## src/rtl/pwr_state_pkg.sv

```systemverilog
package pwr_state_pkg;
    localparam int SUP_W = 2;
    localparam int N_SUP = 4;

    localparam logic [SUP_W-1:0] SUP_OFF   = 2'b00;
    localparam logic [SUP_W-1:0] SUP_ON_LO = 2'b01;
    localparam logic [SUP_W-1:0] SUP_ON_HI = 2'b10;

    typedef enum logic [1:0] {
        ST_OFF  = 2'b00,
        ST_RET  = 2'b01,
        ST_RUN  = 2'b10,
        ST_NONE = 2'b11
    } dom_state_t;

    typedef struct packed {
        logic err;
    } err_reg_t;
endpackage

```

## src/rtl/psm_supply_class.sv

```systemverilog
module psm_supply_class #(
    parameter int SW = 2
) (
    input  logic [SW-1:0] code,
    output logic          is_on,
    output logic          is_off
);
    import pwr_state_pkg::*;

    always_comb begin
        is_off = (code == SW'(SUP_OFF));
        is_on  = (code == SW'(SUP_ON_LO)) || (code == SW'(SUP_ON_HI));
    end
endmodule

```

## src/rtl/psm_dom_decode.sv

```systemverilog
module psm_dom_decode (
    input  logic prim_on,
    input  logic prim_off,
    input  logic ret_on,
    input  logic ret_off,
    input  logic refined,
    input  logic pwrup_n,
    input  logic ret_ok,
    input  logic off_ok,
    output pwr_state_pkg::dom_state_t st
);
    import pwr_state_pkg::*;

    dom_state_t base_st;

    // Default rule set: retention allowed, qualifiers from the inner domain.
    always_comb begin
        base_st = ST_NONE;
        if (prim_on && ret_on)
            base_st = ST_RUN;
        else if (prim_off && ret_on && ret_ok)
            base_st = ST_RET;
        else if (prim_off && ret_off && off_ok)
            base_st = ST_OFF;
    end

    // Refined rule set: no retention, control input dictates RUN or OFF.
    always_comb begin
        if (!refined)
            st = base_st;
        else if (base_st == ST_RUN && !pwrup_n)
            st = ST_RUN;
        else if (base_st == ST_OFF && pwrup_n)
            st = ST_OFF;
        else
            st = ST_NONE;
    end
endmodule

```

## src/rtl/psm_err_latch.sv

```systemverilog
module psm_err_latch (
    input  logic clk,
    input  logic rst_n,
    input  logic clr,
    input  logic illegal,
    output logic err
);
    import pwr_state_pkg::*;

    err_reg_t r_d, r_q;

    always_comb begin
        r_d = r_q;
        if (clr)
            r_d.err = 1'b0;
        if (illegal)
            r_d.err = 1'b1;
    end

    always_ff @(posedge clk or negedge rst_n) begin
        if (!rst_n)
            r_q <= '0;
        else
            r_q <= r_d;
    end

    assign err = r_q.err;

    p_sticky_set_r9: assert property (@(posedge clk) disable iff (!rst_n)
        illegal |=> err);
    p_sticky_hold_r10: assert property (@(posedge clk) disable iff (!rst_n)
        (err && !clr) |=> err);
    p_sticky_clear_r10: assert property (@(posedge clk) disable iff (!rst_n)
        (clr && !illegal) |=> !err);
endmodule

```

## src/rtl/pwr_state_monitor.sv

```systemverilog
module pwr_state_monitor #(
    parameter int SW = pwr_state_pkg::SUP_W
) (
    input  logic          clk,
    input  logic          rst_n,
    input  logic          refined_mode,
    input  logic          pwrup_n,
    input  logic [SW-1:0] child_prim,
    input  logic [SW-1:0] child_ret,
    input  logic [SW-1:0] par_prim,
    input  logic [SW-1:0] par_ret,
    input  logic          err_clr,
    output logic [1:0]    child_state,
    output logic [1:0]    par_state,
    output logic [1:0]    comp_state,
    output logic          illegal,
    output logic          err_sticky
);
    import pwr_state_pkg::*;

    localparam int NS = N_SUP;
    localparam int I_CP = 0;
    localparam int I_CR = 1;
    localparam int I_PP = 2;
    localparam int I_PR = 3;

    logic [SW-1:0] codes  [NS];
    logic [NS-1:0] sup_on;
    logic [NS-1:0] sup_off;

    assign codes[I_CP] = child_prim;
    assign codes[I_CR] = child_ret;
    assign codes[I_PP] = par_prim;
    assign codes[I_PR] = par_ret;

    for (genvar g = 0; g < NS; g++) begin : g_sup
        psm_supply_class #(.SW(SW)) u_cls (
            .code   (codes[g]),
            .is_on  (sup_on[g]),
            .is_off (sup_off[g])
        );
    end

    dom_state_t child_st, par_st, comp_st;
    logic       par_ret_ok, par_off_ok;

    psm_dom_decode u_child (
        .prim_on  (sup_on[I_CP]),
        .prim_off (sup_off[I_CP]),
        .ret_on   (sup_on[I_CR]),
        .ret_off  (sup_off[I_CR]),
        .refined  (refined_mode),
        .pwrup_n  (pwrup_n),
        .ret_ok   (1'b1),
        .off_ok   (1'b1),
        .st       (child_st)
    );

    always_comb begin
        par_ret_ok = (child_st == ST_RET) || (child_st == ST_OFF);
        par_off_ok = (child_st == ST_OFF);
    end

    psm_dom_decode u_parent (
        .prim_on  (sup_on[I_PP]),
        .prim_off (sup_off[I_PP]),
        .ret_on   (sup_on[I_PR]),
        .ret_off  (sup_off[I_PR]),
        .refined  (refined_mode),
        .pwrup_n  (pwrup_n),
        .ret_ok   (par_ret_ok),
        .off_ok   (par_off_ok),
        .st       (par_st)
    );

    always_comb begin
        if (child_st == ST_RUN && par_st == ST_RUN)
            comp_st = ST_RUN;
        else if (child_st == ST_OFF && par_st == ST_OFF)
            comp_st = ST_OFF;
        else
            comp_st = ST_NONE;
    end

    logic ill_now;
    assign ill_now = (child_st == ST_NONE) || (par_st == ST_NONE);

    psm_err_latch u_err (
        .clk     (clk),
        .rst_n   (rst_n),
        .clr     (err_clr),
        .illegal (ill_now),
        .err     (err_sticky)
    );

    assign child_state = child_st;
    assign par_state   = par_st;
    assign comp_state  = comp_st;
    assign illegal     = ill_now;

    p_rsv_illegal_r1: assert property (@(posedge clk) disable iff (!rst_n)
        ((&child_prim) || (&child_ret) || (&par_prim) || (&par_ret)) |-> illegal);
    p_child_ret_r2: assert property (@(posedge clk) disable iff (!rst_n)
        (child_state == 2'b01) |-> (child_prim == 2'b00 && child_ret != 2'b00 && child_ret != 2'b11));
    p_par_run_r3: assert property (@(posedge clk) disable iff (!rst_n)
        (!refined_mode && (par_prim == 2'b01 || par_prim == 2'b10) &&
         (par_ret == 2'b01 || par_ret == 2'b10)) |-> (par_state == 2'b10));
    p_par_ret_child_r4: assert property (@(posedge clk) disable iff (!rst_n)
        (par_state == 2'b01) |-> (child_state == 2'b01 || child_state == 2'b00));
    p_par_off_child_r5: assert property (@(posedge clk) disable iff (!rst_n)
        (par_state == 2'b00) |-> (child_state == 2'b00));
    p_no_ret_refined_r7: assert property (@(posedge clk) disable iff (!rst_n)
        refined_mode |-> (child_state != 2'b01 && par_state != 2'b01));
    p_comp_run_r8: assert property (@(posedge clk) disable iff (!rst_n)
        (comp_state == 2'b10) |-> (child_state == 2'b10 && par_state == 2'b10));
endmodule

```

## config.mk

```make
export PLATFORM = sky130hd
export DESIGN_NAME = pwr_state_monitor
export DESIGN_NICKNAME = d
export VERILOG_FILES = /design/src/rtl/pwr_state_pkg.sv /design/src/rtl/psm_supply_class.sv /design/src/rtl/psm_dom_decode.sv /design/src/rtl/psm_err_latch.sv /design/src/rtl/pwr_state_monitor.sv
export SDC_FILE = /design/constraint.sdc
export NUM_CORES = 1
export LEC_CHECK = 0
export BUFFER_PORTS_ARGS = -buffer_cell sky130_fd_sc_hd__buf_2
export CAP_MARGIN = 15
export CORE_AREA = 3 3 40 42
export CTS_BUF_LIST = sky130_fd_sc_hd__clkbuf_4 sky130_fd_sc_hd__clkbuf_8
export DETAILED_ROUTE_END_ITERATION = 12
export DIE_AREA = 0 0 43 45
export GPL_TIMING_DRIVEN = 0
export SLEW_MARGIN = 20
export SYNTH_ARGS = -nofsm -noshare
export SYNTH_HDL_FRONTEND = slang
export SYNTH_SLANG_ARGS = --single-unit
```

## constraint.sdc

```tcl
create_clock -name clk -period 2.55 [get_ports clk]
set_clock_uncertainty 0.15 [all_clocks]
set_input_delay 0.51 -clock clk [delete_from_list [all_inputs] [get_ports clk]]
set_output_delay 0.51 -clock clk [all_outputs]
set_load 0.02 [all_outputs]
```

* After elaboration in Yosys (flattened, before gate mapping)
Cells that the tools add are included.
** Storage, ports and cells
- Memory bits (writable) :: 0
- ROM bits :: 0
- Bits in latches :: 0
- Bits of input ports :: 13
- Output and inout bits :: 8
- Memories kept :: 0
- Register bits after elaboration :: 1
** Cells by class
- Shifts and indexed selects :: 0
- Equality and inequality tests :: 15
- Order comparisons :: 0
- $mul :: 0
- Bitwise operators :: 0
- Div/mod/pow operators :: 0
- Reduce and logical (&&, ||, !) cells :: 30
- Muxes and demuxes :: 16
- Add/subtract/negate cells :: 0
** Operator list (count)
- 2-bit two-way mux :: 14
- 2-bit equality test, second input constant :: 10
- 2-bit logical NOT :: 8
- 1-bit logical AND :: 14
- 2-bit by 1-bit equality test with 1-bit output, second input constant :: 5
- 1-bit logical OR :: 6
- 1-bit two-way mux :: 2
- 2-bit nonzero test :: 1
- 1-bit logical NOT :: 1

* Depth between registers and ports, before layout
Gate-level depths: netlist of the first run.
- Depth in word-level cells :: 24
- Mapped depth :: 6
- Mapped depth without buffers :: 6

* Modules after synthesis
From an unflattened synthesis of the first run, not the netlist that was laid out.
** Unflattened totals
- Cell total of the unflattened synthesis :: 42
- Area total of the unflattened synthesis :: 295.3 µm²
** Modules (own cells, without submodules)
- psm_dom_decode :: cells an instance 10, area each 67.6 µm², instances 2, seq. area each 0.0 µm²
- psm_supply_class :: cells an instance 3, area each 20.0 µm², instances 4, seq. area each 0.0 µm²
- pwr_state_monitor :: cells an instance 7, area each 43.8 µm², instances 1, seq. area each 0.0 µm²
- psm_err_latch :: cells an instance 3, area each 36.3 µm², instances 1, seq. area each 25.0 µm²

* Least setup slack after synthesis of the first run
OpenSTA, ideal clock, no wires.
- Kind :: input to output
- Start point :: input child_ret[0]
- End point :: output illegal
- Cell stages on the path :: 6
- Setup slack :: 69 ps
- Buffers on the path :: 0
- Arrival :: 1821 ps
- Data required time :: 1890 ps
- Path through :: inv_1 ha_1 and4bb_4 o211ai_4 a221oi_2 nor2_1
** Between the ends
- Word-level cells in the longest chain between the ends :: 22
- Elaborated cells on any way between the ends :: 35
** Ends and longest elaborated chain
- start: declaration :: line pwr_state_monitor.sv:9 : input logic [SW-1:0] child_ret,
- 2-bit logical NOT (tied with other cells) :: line psm_supply_class.sv:11 : is_off = (code == SW'(SUP_OFF));
- 1-bit logical AND / 1-bit logical OR (equally long branches) :: line psm_dom_decode.sv:23, psm_supply_class.sv:12
- 2-bit two-way mux / 1-bit logical AND (equally long branches) :: line psm_dom_decode.sv:23, psm_dom_decode.sv:21
- 2-bit two-way mux :: line psm_dom_decode.sv:21 : else if (prim_off && ret_on && ret_ok)
- 2-bit two-way mux (*) :: line psm_dom_decode.sv:19 : if (prim_on && ret_on)
- 2-bit logical NOT :: line psm_dom_decode.sv:33 : else if (base_st == ST_OFF && pwrup_n)
- 1-bit logical AND :: line psm_dom_decode.sv:33
- 2-bit two-way mux :: line psm_dom_decode.sv:33
- [... 6 more ...]
- 2-bit two-way mux :: line psm_dom_decode.sv:19
- 2-bit logical NOT :: line psm_dom_decode.sv:33
- 1-bit logical AND :: line psm_dom_decode.sv:33
- 2-bit two-way mux :: line psm_dom_decode.sv:33
- 2-bit two-way mux :: line psm_dom_decode.sv:31 : else if (base_st == ST_RUN && !pwrup_n)
- 2-bit two-way mux :: line psm_dom_decode.sv:29 : if (!refined)
- 2-bit equality test :: line pwr_state_monitor.sv:86 : assign ill_now = (child_st == ST_NONE) || (par_st == ST_NONE);
- 1-bit logical OR (*) :: line pwr_state_monitor.sv:86
- end: declaration :: line pwr_state_monitor.sv:16 : output logic illegal,
Every way passes the cells marked *; elsewhere a longest branch is shown, timed or not.

* Worst setup path after layout of the first run
- Start point :: input par_ret[0]
- End point :: output illegal
** Between the ends
- Word-level cells in the longest chain between the ends :: 13
- Elaborated cells on any way between the ends :: 21
** Ends and longest elaborated chain
- start: declaration :: line pwr_state_monitor.sv:11 : input logic [SW-1:0] par_ret,
- 2-bit logical NOT (tied with other cells) :: line psm_supply_class.sv:11
- 1-bit logical AND / 1-bit logical OR (equally long branches) :: line psm_dom_decode.sv:23, psm_supply_class.sv:12
- 1-bit logical AND, on equally long branches :: line psm_dom_decode.sv:23, psm_dom_decode.sv:21
- 2-bit two-way mux / 1-bit logical AND (equally long branches) :: line psm_dom_decode.sv:23, psm_dom_decode.sv:21
- 2-bit two-way mux :: line psm_dom_decode.sv:21
- 2-bit two-way mux (*) :: line psm_dom_decode.sv:19
- 2-bit logical NOT :: line psm_dom_decode.sv:33
- 1-bit logical AND :: line psm_dom_decode.sv:33
- 2-bit two-way mux :: line psm_dom_decode.sv:33
- 2-bit two-way mux :: line psm_dom_decode.sv:31
- 2-bit two-way mux (*) :: line psm_dom_decode.sv:29
- 2-bit equality test (*) :: line pwr_state_monitor.sv:86
- 1-bit logical OR (*) :: line pwr_state_monitor.sv:86
Marked as above.

==> impl_metrics.env, run 1 <==
export IMPL_syn_num_nets=72
export IMPL_yosysTopAreaCellShare=0.1307
export IMPL_syn_instance_count=55
export IMPL_syn_to_final_growth_pct=58.50
export IMPL_crit_path_max_fanout=5
export IMPL_min_path_type="input port to async pin"
export IMPL_hpwlAfterDp_um=817.7
export IMPL_preCtsSetupSlack_ns=-0.1415
export IMPL_final_hold_violation_count=0
export IMPL_setup_violations_final=0
export IMPL_max_freq_ghz=0.4008
export IMPL_worstSetupEndpointType="output pin"
export IMPL_timing_final_crit_share=0.9785
export IMPL_synth_edff_count=0
export IMPL_buffer_ports_inserted=19
export IMPL_yosysUniqueCellTypes=27
export IMPL_synth_sequential_area_ratio=0.06536
export IMPL_synth_yosys_warnings=0
export IMPL_headroom_to_the_max_slew_limit=0.8124
export IMPL_drive_gt1_frac=0.4937
export IMPL_final_nets=98
export IMPL_overflow=0
export IMPL_filler_cell_count=130
export IMPL_route_antenna_remaining_nets=0
export IMPL_floorplan_die_height_um=45
export IMPL_fp_dieArea_mm2=0.001935
export IMPL_dr_total_vias=477
export IMPL_crit_path_start_kind="input port"
export IMPL_post_drt_via_cell_ratio=5.074
export IMPL_worstReg2RegStart="u_err.err$_DFFE_PN0P_"
export IMPL_clk_pin_slew_ns=0
export IMPL_register_bit_count_reported_by_yosys=1
export IMPL_power_static_leakage_nw=0.2684
export IMPL_ir_drop_v=0.00008905
export IMPL_timing_final_max_slew_violations=0
export IMPL_worst_setup_path_type="input port to output pin"
export IMPL_coreArea_mm2=0.001285
export IMPL_rsz_0062_raised_after_global_routing="true"
export IMPL_worst_slew_pin_slew_ns=0.2802
export IMPL_avgSynthCellArea_um2=6.961
export IMPL_gp_congestion=0.7747
export IMPL_boundaryPins=21
export IMPL_ff2ff_path_depth=2
export IMPL_final_design_area_no_fill_um2=606.8
export IMPL_worst_ep_arrival_time_ns=1.84
export IMPL_first_pass_iters=4
export IMPL_grtUsageTotal=0.1087
export IMPL_grt_start_max_net_pins=9
export IMPL_cp_required_ns=1.89
export IMPL_final_min_clock_period_ns=2.495
export IMPL_syn_cell_area_um2=382.9
export IMPL_regToRegEndpoint="u_err.err$_DFFE_PN0P_"
export IMPL_synthMostInstantiatedCell="inv_1"
export IMPL_register_area_um2=25.02
export IMPL_dpl_cell_area_um2=496.7
export IMPL_width_of_the_die_um=43
export IMPL_run_status="complete, no violations"
export IMPL_post_route_worst_setup_slack_ns=0.05473
export IMPL_antenna_diode_count=0
export IMPL_multi_input_area_um2=346.6
export IMPL_max_cap_viol_count=0
export IMPL_yosys_top_cells_area="ha_1 13%, inv_1 11%, nand2_1 6.9%"
export IMPL_synthFlopType="dfrtp_1"
export IMPL_drt_drc_violations_left=0
export IMPL_clkLatencyLatePin_ns=0
export IMPL_async_flop_share=1.000
export IMPL_first_pass_grt_wire_length_um=1704
export IMPL_antenna_found_initial=0
export IMPL_synth_commonest_cells="11 x inv_1, 7 x nand2_1, 4 x ha_1, 4 x nor2b_1"
export IMPL_placement_rows=13
export IMPL_largest_register_ff_count=1
export IMPL_power_density_mw_per_mm2=186.4
export IMPL_drt_wl_total_um=1054
export IMPL_synth_largest_area_cell="ha_1"
export IMPL_fin_hold_ws_ns=0.1392
export IMPL_grt_pass1_vias=402
export IMPL_initial_core_utilization=0.2980
export IMPL_avgRoutedWirePerCell_um=11.21
export IMPL_initialDrtViolationCount=9
export IMPL_r2r_setup_slack_ns=1.78
==> worst max-delay path, stage by stage <==
cell and delay [ns]:
buf_6 0.09, inv_4 0.04, ha_4 0.19, and4bb_4 0.38
o211ai_4 0.09, a221oi_2 0.30, nor2_1 0.07, buf_4 0.16
==> area by class of cell <==
cell class | instances | share of cell area
repair buffers | 24 | 0.2680
multi-input cells | 42 | 0.5711
inverters | 11 | 0.08041
flip-flops and latches | 1 | 0.04124
well taps | 15 | 0.03093
plain buffers | 1 | 0.008247
==> layer usage <==
layer  global-route usage  up-vias  wire [um]
met2               0.2036       23        500
met3             0.007968        0        100
met5                    0        -          0
li1                     -      239          -
met4                    0        0          0
met1               0.1456      215        453
==> per-stage QoR <==
stage          std cells    TNS, ns  power, mW    util
2_1_floorplan         55          0    0.06935       -
3_3_place_gp          89    -0.3611    0.09123  0.3866
3_5_place_dp          89    -0.3685    0.09190  0.3866
4_1_cts               92          0     0.1068  0.4294
5_1_grt               94  -0.007505     0.1235  0.4722
6_report              94          0     0.1131  0.4722
==> power breakdown <==
group	internal [mW]	switching [mW]
Sequential	0.0166	0.000227
Combinational	0.0471	0.0491
Clock	0	0
==> cells in the final DEF (no fill, tap or decap), types with 2 or more instances in the layout <==
cell,instances
nand3_1,2
o21ai_0,3
nor2_1,3
buf_6,4
and2_1,2
ha_4,2
nor2b_1,2
buf_4,7
nand2_1,7
inv_4,3
inv_1,7
nor2b_2,2
ha_1,2
buf_2,14
==> timing repair <==
item                       4_1_cts  5_1_grt
setup buffers                    3        2
pin swaps                        6        1
gates resized for setup         10        9
setup endpoints to repair        3        2
hold buffers                     0        0
==> worst max-delay path by stage <==
stage | startpoint | to | cells past startpoint
6_report | par_ret[0] | illegal | 8
5_1_grt | par_ret[1] | illegal | 8
4_1_cts | par_ret[1] | comp_state[0] | 8
3_5_place_dp | child_ret[0] | comp_state[0] | 8
3_3_place_gp | child_ret[0] | comp_state[0] | 8
2_1_floorplan | child_ret[0] | illegal | 6
==> cells by family (layout without fill, tap and decap cells) <==
logic type	after synthesis	in the layout	synth area share
adders and majority gates	4	4	0.1307
DFF	1	1	0.06535
xor gates and xnor gates	1	1	0.02288
AOI/OAI and AO/OA	16	16	0.3562
and+or+nand+nor	21	21	0.3039
buffers and inverters	12	36	0.1209
Power figures use the tool's default switching activity.
==> run 2, diff against run 1 <==
--- a/config.mk
+++ b/config.mk
@@ -12,6 +12,7 @@
 export DETAILED_ROUTE_END_ITERATION = 12
 export DIE_AREA = 0 0 43 45
 export GPL_TIMING_DRIVEN = 0
+export REMOVE_ABC_BUFFERS = 1
 export SLEW_MARGIN = 20
 export SYNTH_ARGS = -nofsm -noshare
 export SYNTH_HDL_FRONTEND = slang
==> run 2 against run 1 <==
  * Core utilization shrank 2.6 points
  * Sequential share of layout area is 0.24 points higher
  * Sequential cell count is the same
  * Power down 5.2%
  * Wire length shrank 11%
  * Worst hold slack better by 0.00098 ns
  * Register-to-register slack barely moved
==> impl_metrics.env, run 2 (synthesis results as in run 1) <==
export IMPL_first_pass_iters=2
export IMPL_max_cap_viol_count=0
export IMPL_min_path_type="input port to async pin"
export IMPL_run_status="complete, no violations"
export IMPL_ff2ff_path_depth=2
export IMPL_worstReg2RegStart="u_err.err$_DFFE_PN0P_"
export IMPL_antenna_found_initial=0
export IMPL_post_route_worst_setup_slack_ns=0.05768
export IMPL_power_switching_fraction=0.4437
export IMPL_gp_congestion=0.7938
export IMPL_buffer_ports_inserted=20
export IMPL_placement_rows=13
export IMPL_timing_critical_path_cells="buf_8 -> inv_4 -> ha_4 -> and4bb_4 -> o211ai_4 -> a221oi_2 -> nor2_1 -> buf_4"
export IMPL_worst_setup_path_type="input port to output pin"
export IMPL_clk_pin_slew_ns=0
export IMPL_antenna_diode_count=0
export IMPL_crit_path_max_fanout=5
export IMPL_timing_final_crit_share=0.9774
export IMPL_dpl_cell_area_um2=496.7
export IMPL_drt_wl_total_um=938
export IMPL_critical_path_slowest_cell="and4bb_4"
export IMPL_post_drt_via_cell_ratio=4.717
export IMPL_final_nets=96
export IMPL_worst_ep_arrival_time_ns=1.83
export IMPL_r2r_setup_slack_ns=1.78
export IMPL_final_min_clock_period_ns=2.492
export IMPL_floorplan_die_height_um=45
export IMPL_fp_dieArea_mm2=0.001935
export IMPL_dr_total_vias=434
export IMPL_route_antenna_remaining_nets=0
export IMPL_coreArea_mm2=0.001285
export IMPL_power_density_mw_per_mm2=187.0
export IMPL_boundaryPins=21
export IMPL_setup_violations_final=0
export IMPL_clkLatencyLatePin_ns=0
export IMPL_initial_core_utilization=0.2980
export IMPL_syn_to_final_growth_pct=49.67
export IMPL_multi_input_area_um2=341.6
export IMPL_ir_drop_v=0.00009155
export IMPL_cp_required_ns=1.89
export IMPL_grt_pass1_vias=373
export IMPL_final_design_area_no_fill_um2=573.1
export IMPL_fin_total_pwr_uw=107.2
export IMPL_avgRoutedWirePerCell_um=10.20
export IMPL_seq_power_share=0.158
export IMPL_width_of_the_die_um=43
export IMPL_drt_drc_violations_left=0
export IMPL_preCtsSetupSlack_ns=-0.1426
export IMPL_timing_critical_path_slowest_cell_delay_ns=0.38
export IMPL_initialDrtViolationCount=6
export IMPL_overflow=0
export IMPL_cellInternalPower_uw=59.62
export IMPL_filler_cell_count=143
export IMPL_grt_start_max_net_pins=9
export IMPL_final_hold_violation_count=0
export IMPL_max_freq_ghz=0.4012
export IMPL_layout_cells_most_common="buf_2"
export IMPL_power_clock_fraction=0
export IMPL_regToRegEndpoint="u_err.err$_DFFE_PN0P_"
export IMPL_largest_register_ff_count=1
export IMPL_crit_path_start_kind="input port"
export IMPL_timing_final_max_slew_violations=0
export IMPL_worstSetupEndpointType="output pin"
export IMPL_grtUsageTotal=0.1022
export IMPL_rsz_0062_raised_after_global_routing="true"
export IMPL_headroom_to_the_max_slew_limit=0.8360
export IMPL_power_static_leakage_nw=0.2545
export IMPL_first_pass_grt_wire_length_um=1600
export IMPL_drive_gt1_frac=0.4675
export IMPL_netSwitchingPower_uw=47.55
export IMPL_power_share_combinational=0.842
export IMPL_hpwlAfterDp_um=797.1
export IMPL_layout_common_cells="17 x buf_2, 7 x inv_1, 7 x nand2_1, 4 x buf_4"
export IMPL_cts_hold_fix_bufs=0
export IMPL_worst_slew_pin_slew_ns=0.2460
export IMPL_register_area_um2=25.02
## run 2: per-stage QoR
step / utilization / hold WS, ns / std cells / TNS [ns]
finish: 0.4460 / 0.1402 / 92 / 0
global route: 0.4460 / 0.1470 / 92 / -0.03828
CTS: 0.4294 / 0.1427 / 92 / 0
detailed placement: 0.3866 / 0.1424 / 89 / -0.3671
global placement: 0.3866 / 0.1344 / 89 / -0.3613
floorplan: - / 0.06441 / 54 / 0
## run 2: timing repair
| action | CTS | global route |
|---|---|---|
| buffers inserted | 3 | 0 |
| setup endpoints to repair | 3 | 2 |
| gates resized for setup | 10 | 5 |
| pin swaps | 5 | 4 |
## run 2: power groups by stage
stage	logic, mW	registers [mW]	clock network [mW]
floorplan	0.0496	0.0174	0
global placement	0.0744	0.0168	0
detailed placement	0.0754	0.0169	0
CTS	0.0875	0.0169	0
global route	0.101	0.0169	0
finish	0.0903	0.0169	0
## run 2: cell type report
class,instances,area share
multi-input cells,42,0.5961
inverters,11,0.08079
flip-flops and latches,1,0.04367
well taps,15,0.03275
repair buffers,23,0.2467
## run 2: how the worst max path moves through the flow
stage / slack, ns / end / startpoint
floorplan: 0.07 / illegal / child_ret[0]
global placement: -0.15 / comp_state[0] / child_ret[0]
detailed placement: -0.14 / illegal / child_ret[0]
CTS: 0.01 / illegal / par_ret[1]
global route: -0.02 / illegal / child_ret[0]
finish: 0.06 / illegal / child_ret[0]
## run 2: critical path: cells and delay by family
family	cells	cell delay [ns]
AOI/OAI and AO/OA	2	0.37
adders and majority gates	1	0.20
buffers and inverters	3	0.30
and+or+nand+nor	2	0.45
## run 2: routing by layer
metal  part of all wire  wire length (um)  GRT usage  up-vias
met5                  0                 0          0        -
met4                  0                 0          0        0
met3              0.067                63   0.003984        0
met2               0.48               454     0.1796       16
met1               0.45               420     0.1487      183
li1                   -                 -          -      235
==> run 3, diff against run 2 <==
--- a/config.mk
+++ b/config.mk
@@ -12,6 +12,7 @@
 export DETAILED_ROUTE_END_ITERATION = 12
 export DIE_AREA = 0 0 43 45
 export GPL_TIMING_DRIVEN = 0
+export RECOVER_POWER = 100
 export REMOVE_ABC_BUFFERS = 1
 export SLEW_MARGIN = 20
 export SYNTH_ARGS = -nofsm -noshare
==> run 3 against run 2 <==
  * First-iteration DRC count unchanged
  * Highest routed layer unchanged
  * Via count increased by 0.23%
  * Cell count did not move
  * Fmax hardly changed
==> impl_metrics.env, run 3 (synthesis results as in run 1) <==
export IMPL_drt_drc_violations_left=0
export IMPL_gp_congestion=0.7938
export IMPL_grt_start_max_net_pins=9
export IMPL_cp_required_ns=1.89
export IMPL_syn_to_final_growth_pct=49.02
export IMPL_final_design_area_no_fill_um2=570.5
export IMPL_cp_startpoint="child_ret[0]"
export IMPL_regToRegEndpoint="u_err.err$_DFFE_PN0P_"
export IMPL_netSwitchingPower_uw=47.50
export IMPL_run_status="complete, no violations"
export IMPL_ff2ff_path_depth=2
export IMPL_worstReg2RegStart="u_err.err$_DFFE_PN0P_"
export IMPL_post_drt_via_cell_ratio=4.728
export IMPL_width_of_the_die_um=43
export IMPL_seq_power_share=0.158
export IMPL_clkLatencyLatePin_ns=0
export IMPL_timing_critical_path_slowest_cell_delay_ns=0.38
export IMPL_power_static_leakage_nw=0.2506
export IMPL_power_switching_fraction=0.4448
export IMPL_rsz_0062_raised_after_global_routing="true"
export IMPL_worst_slew_pin_slew_ns=0.2387
export IMPL_initial_core_utilization=0.2980
export IMPL_coreArea_mm2=0.001285
export IMPL_layout_common_cells="15 x buf_2, 7 x inv_1, 7 x nand2_1, 4 x buf_4"
export IMPL_headroom_to_the_max_slew_limit=0.8402
export IMPL_drt_wl_total_um=941
export IMPL_setup_violations_final=0
export IMPL_placement_rows=13
export IMPL_critical_path_slowest_cell="and4bb_4"
export IMPL_largest_register_ff_count=1
export IMPL_power_density_mw_per_mm2=187.2
export IMPL_worst_ep_arrival_time_ns=1.83
export IMPL_first_pass_grt_wire_length_um=1600
export IMPL_layout_cells_most_common="buf_2"
export IMPL_power_share_combinational=0.842
export IMPL_grt_pass1_vias=373
export IMPL_crit_path_start_kind="input port"
export IMPL_final_util=0.4440
export IMPL_buffer_ports_inserted=20
export IMPL_critPathCapture="illegal"
export IMPL_worstSetupEndpointType="output pin"
export IMPL_timing_final_crit_share=0.9770
export IMPL_dr_total_vias=435
export IMPL_worst_setup_path_type="input port to output pin"
export IMPL_overflow=0
export IMPL_dpl_cell_area_um2=496.7
export IMPL_setup_tns_final_ns=0
export IMPL_crit_path_max_fanout=5
export IMPL_antenna_found_initial=0
export IMPL_timing_critical_path_cells="buf_8 -> inv_4 -> ha_4 -> and4bb_4 -> o211ai_4 -> a221oi_2 -> nor2_1 -> buf_4"
export IMPL_fp_dieArea_mm2=0.001935
export IMPL_min_path_type="input port to async pin"
export IMPL_clk_pin_slew_ns=0
export IMPL_r2r_setup_slack_ns=1.78
export IMPL_route_antenna_remaining_nets=0
export IMPL_cellInternalPower_uw=59.29
export IMPL_max_cap_viol_count=0
export IMPL_final_min_clock_period_ns=2.491
export IMPL_boundaryPins=21
export IMPL_antenna_diode_count=0
export IMPL_final_nets=96
export IMPL_avgRoutedWirePerCell_um=10.23
export IMPL_power_clock_fraction=0
export IMPL_drive_gt1_frac=0.4416
export IMPL_floorplan_die_height_um=45
export IMPL_max_freq_ghz=0.4014
export IMPL_grtUsageTotal=0.1022
export IMPL_timing_final_max_slew_violations=0
export IMPL_cts_hold_fix_bufs=0
export IMPL_preCtsSetupSlack_ns=-0.1426
export IMPL_post_route_worst_setup_slack_ns=0.05877
export IMPL_final_hold_violation_count=0
export IMPL_ir_drop_v=0.00009120
export IMPL_initialDrtViolationCount=6
export IMPL_hpwlAfterDp_um=797.1
export IMPL_first_pass_iters=2
[run 3: cell type report]
cell class                      instances  area [um^2]
Fill cell                             142        714.4
Timing Repair Buffer                   23        138.9
Tap cell                               15        18.77
Sequential cell                         1        25.02
Multi-Input combinational cell         42        341.6
Inverter                               11        46.29
[run 3: timing repair]
action | 4_1_cts | 5_1_grt
gates resized for setup | 10 | 5
pin swaps | 5 | 4
hold endpoints to repair | 0 | 0
setup endpoints to repair | 3 | 2
setup buffers | 3 | 0
[run 3: power groups by stage]
| stage | Clock (mW) | Combinational, mW | Sequential, mW |
|---|---|---|---|
| after floorplan | 0 | 0.0496 | 0.0174 |
| after global placement | 0 | 0.0744 | 0.0168 |
| after detailed placement | 0 | 0.0754 | 0.0169 |
| after CTS | 0 | 0.0875 | 0.0169 |
| after global routing | 0 | 0.101 | 0.0170 |
| final | 0 | 0.0899 | 0.0169 |
[run 3: metrics by stage]
stage               power (mW)  std cells  hold WS (ns)
floorplan              0.06709         54       0.06441
global placement       0.09127         89        0.1344
detailed placement     0.09227         89        0.1424
CTS                     0.1044         92        0.1427
global route            0.1176         92        0.1496
finish                  0.1068         92        0.1321
[run 3: worst min-delay path by stage]
stage	from	end	slack (ns)	depth (start not counted)
final	rst_n	u_err.err$_DFFE_PN0P_	0.13	1
after global routing	rst_n	u_err.err$_DFFE_PN0P_	0.15	1
after CTS	rst_n	u_err.err$_DFFE_PN0P_	0.14	1
after detailed placement	rst_n	u_err.err$_DFFE_PN0P_	0.14	1
after global placement	rst_n	u_err.err$_DFFE_PN0P_	0.13	1
after floorplan	rst_n	u_err.err$_DFFE_PN0P_	0.06	0
[run 3: worst max-delay path, delay by kind of cell]
kind / cells / cell delay [ns]
buf+inv: 3 / 0.30
simple gates: 2 / 0.45
fa+ha+maj: 1 / 0.20
compound gates: 2 / 0.37
[run 3: layer usage]
metal  wire, um  vias up  track usage
met4          0        0            0
met2        454       16       0.1796
li1           -      236            -
met5          0        -            0
met1        422      183       0.1487
met3         63        0     0.003984
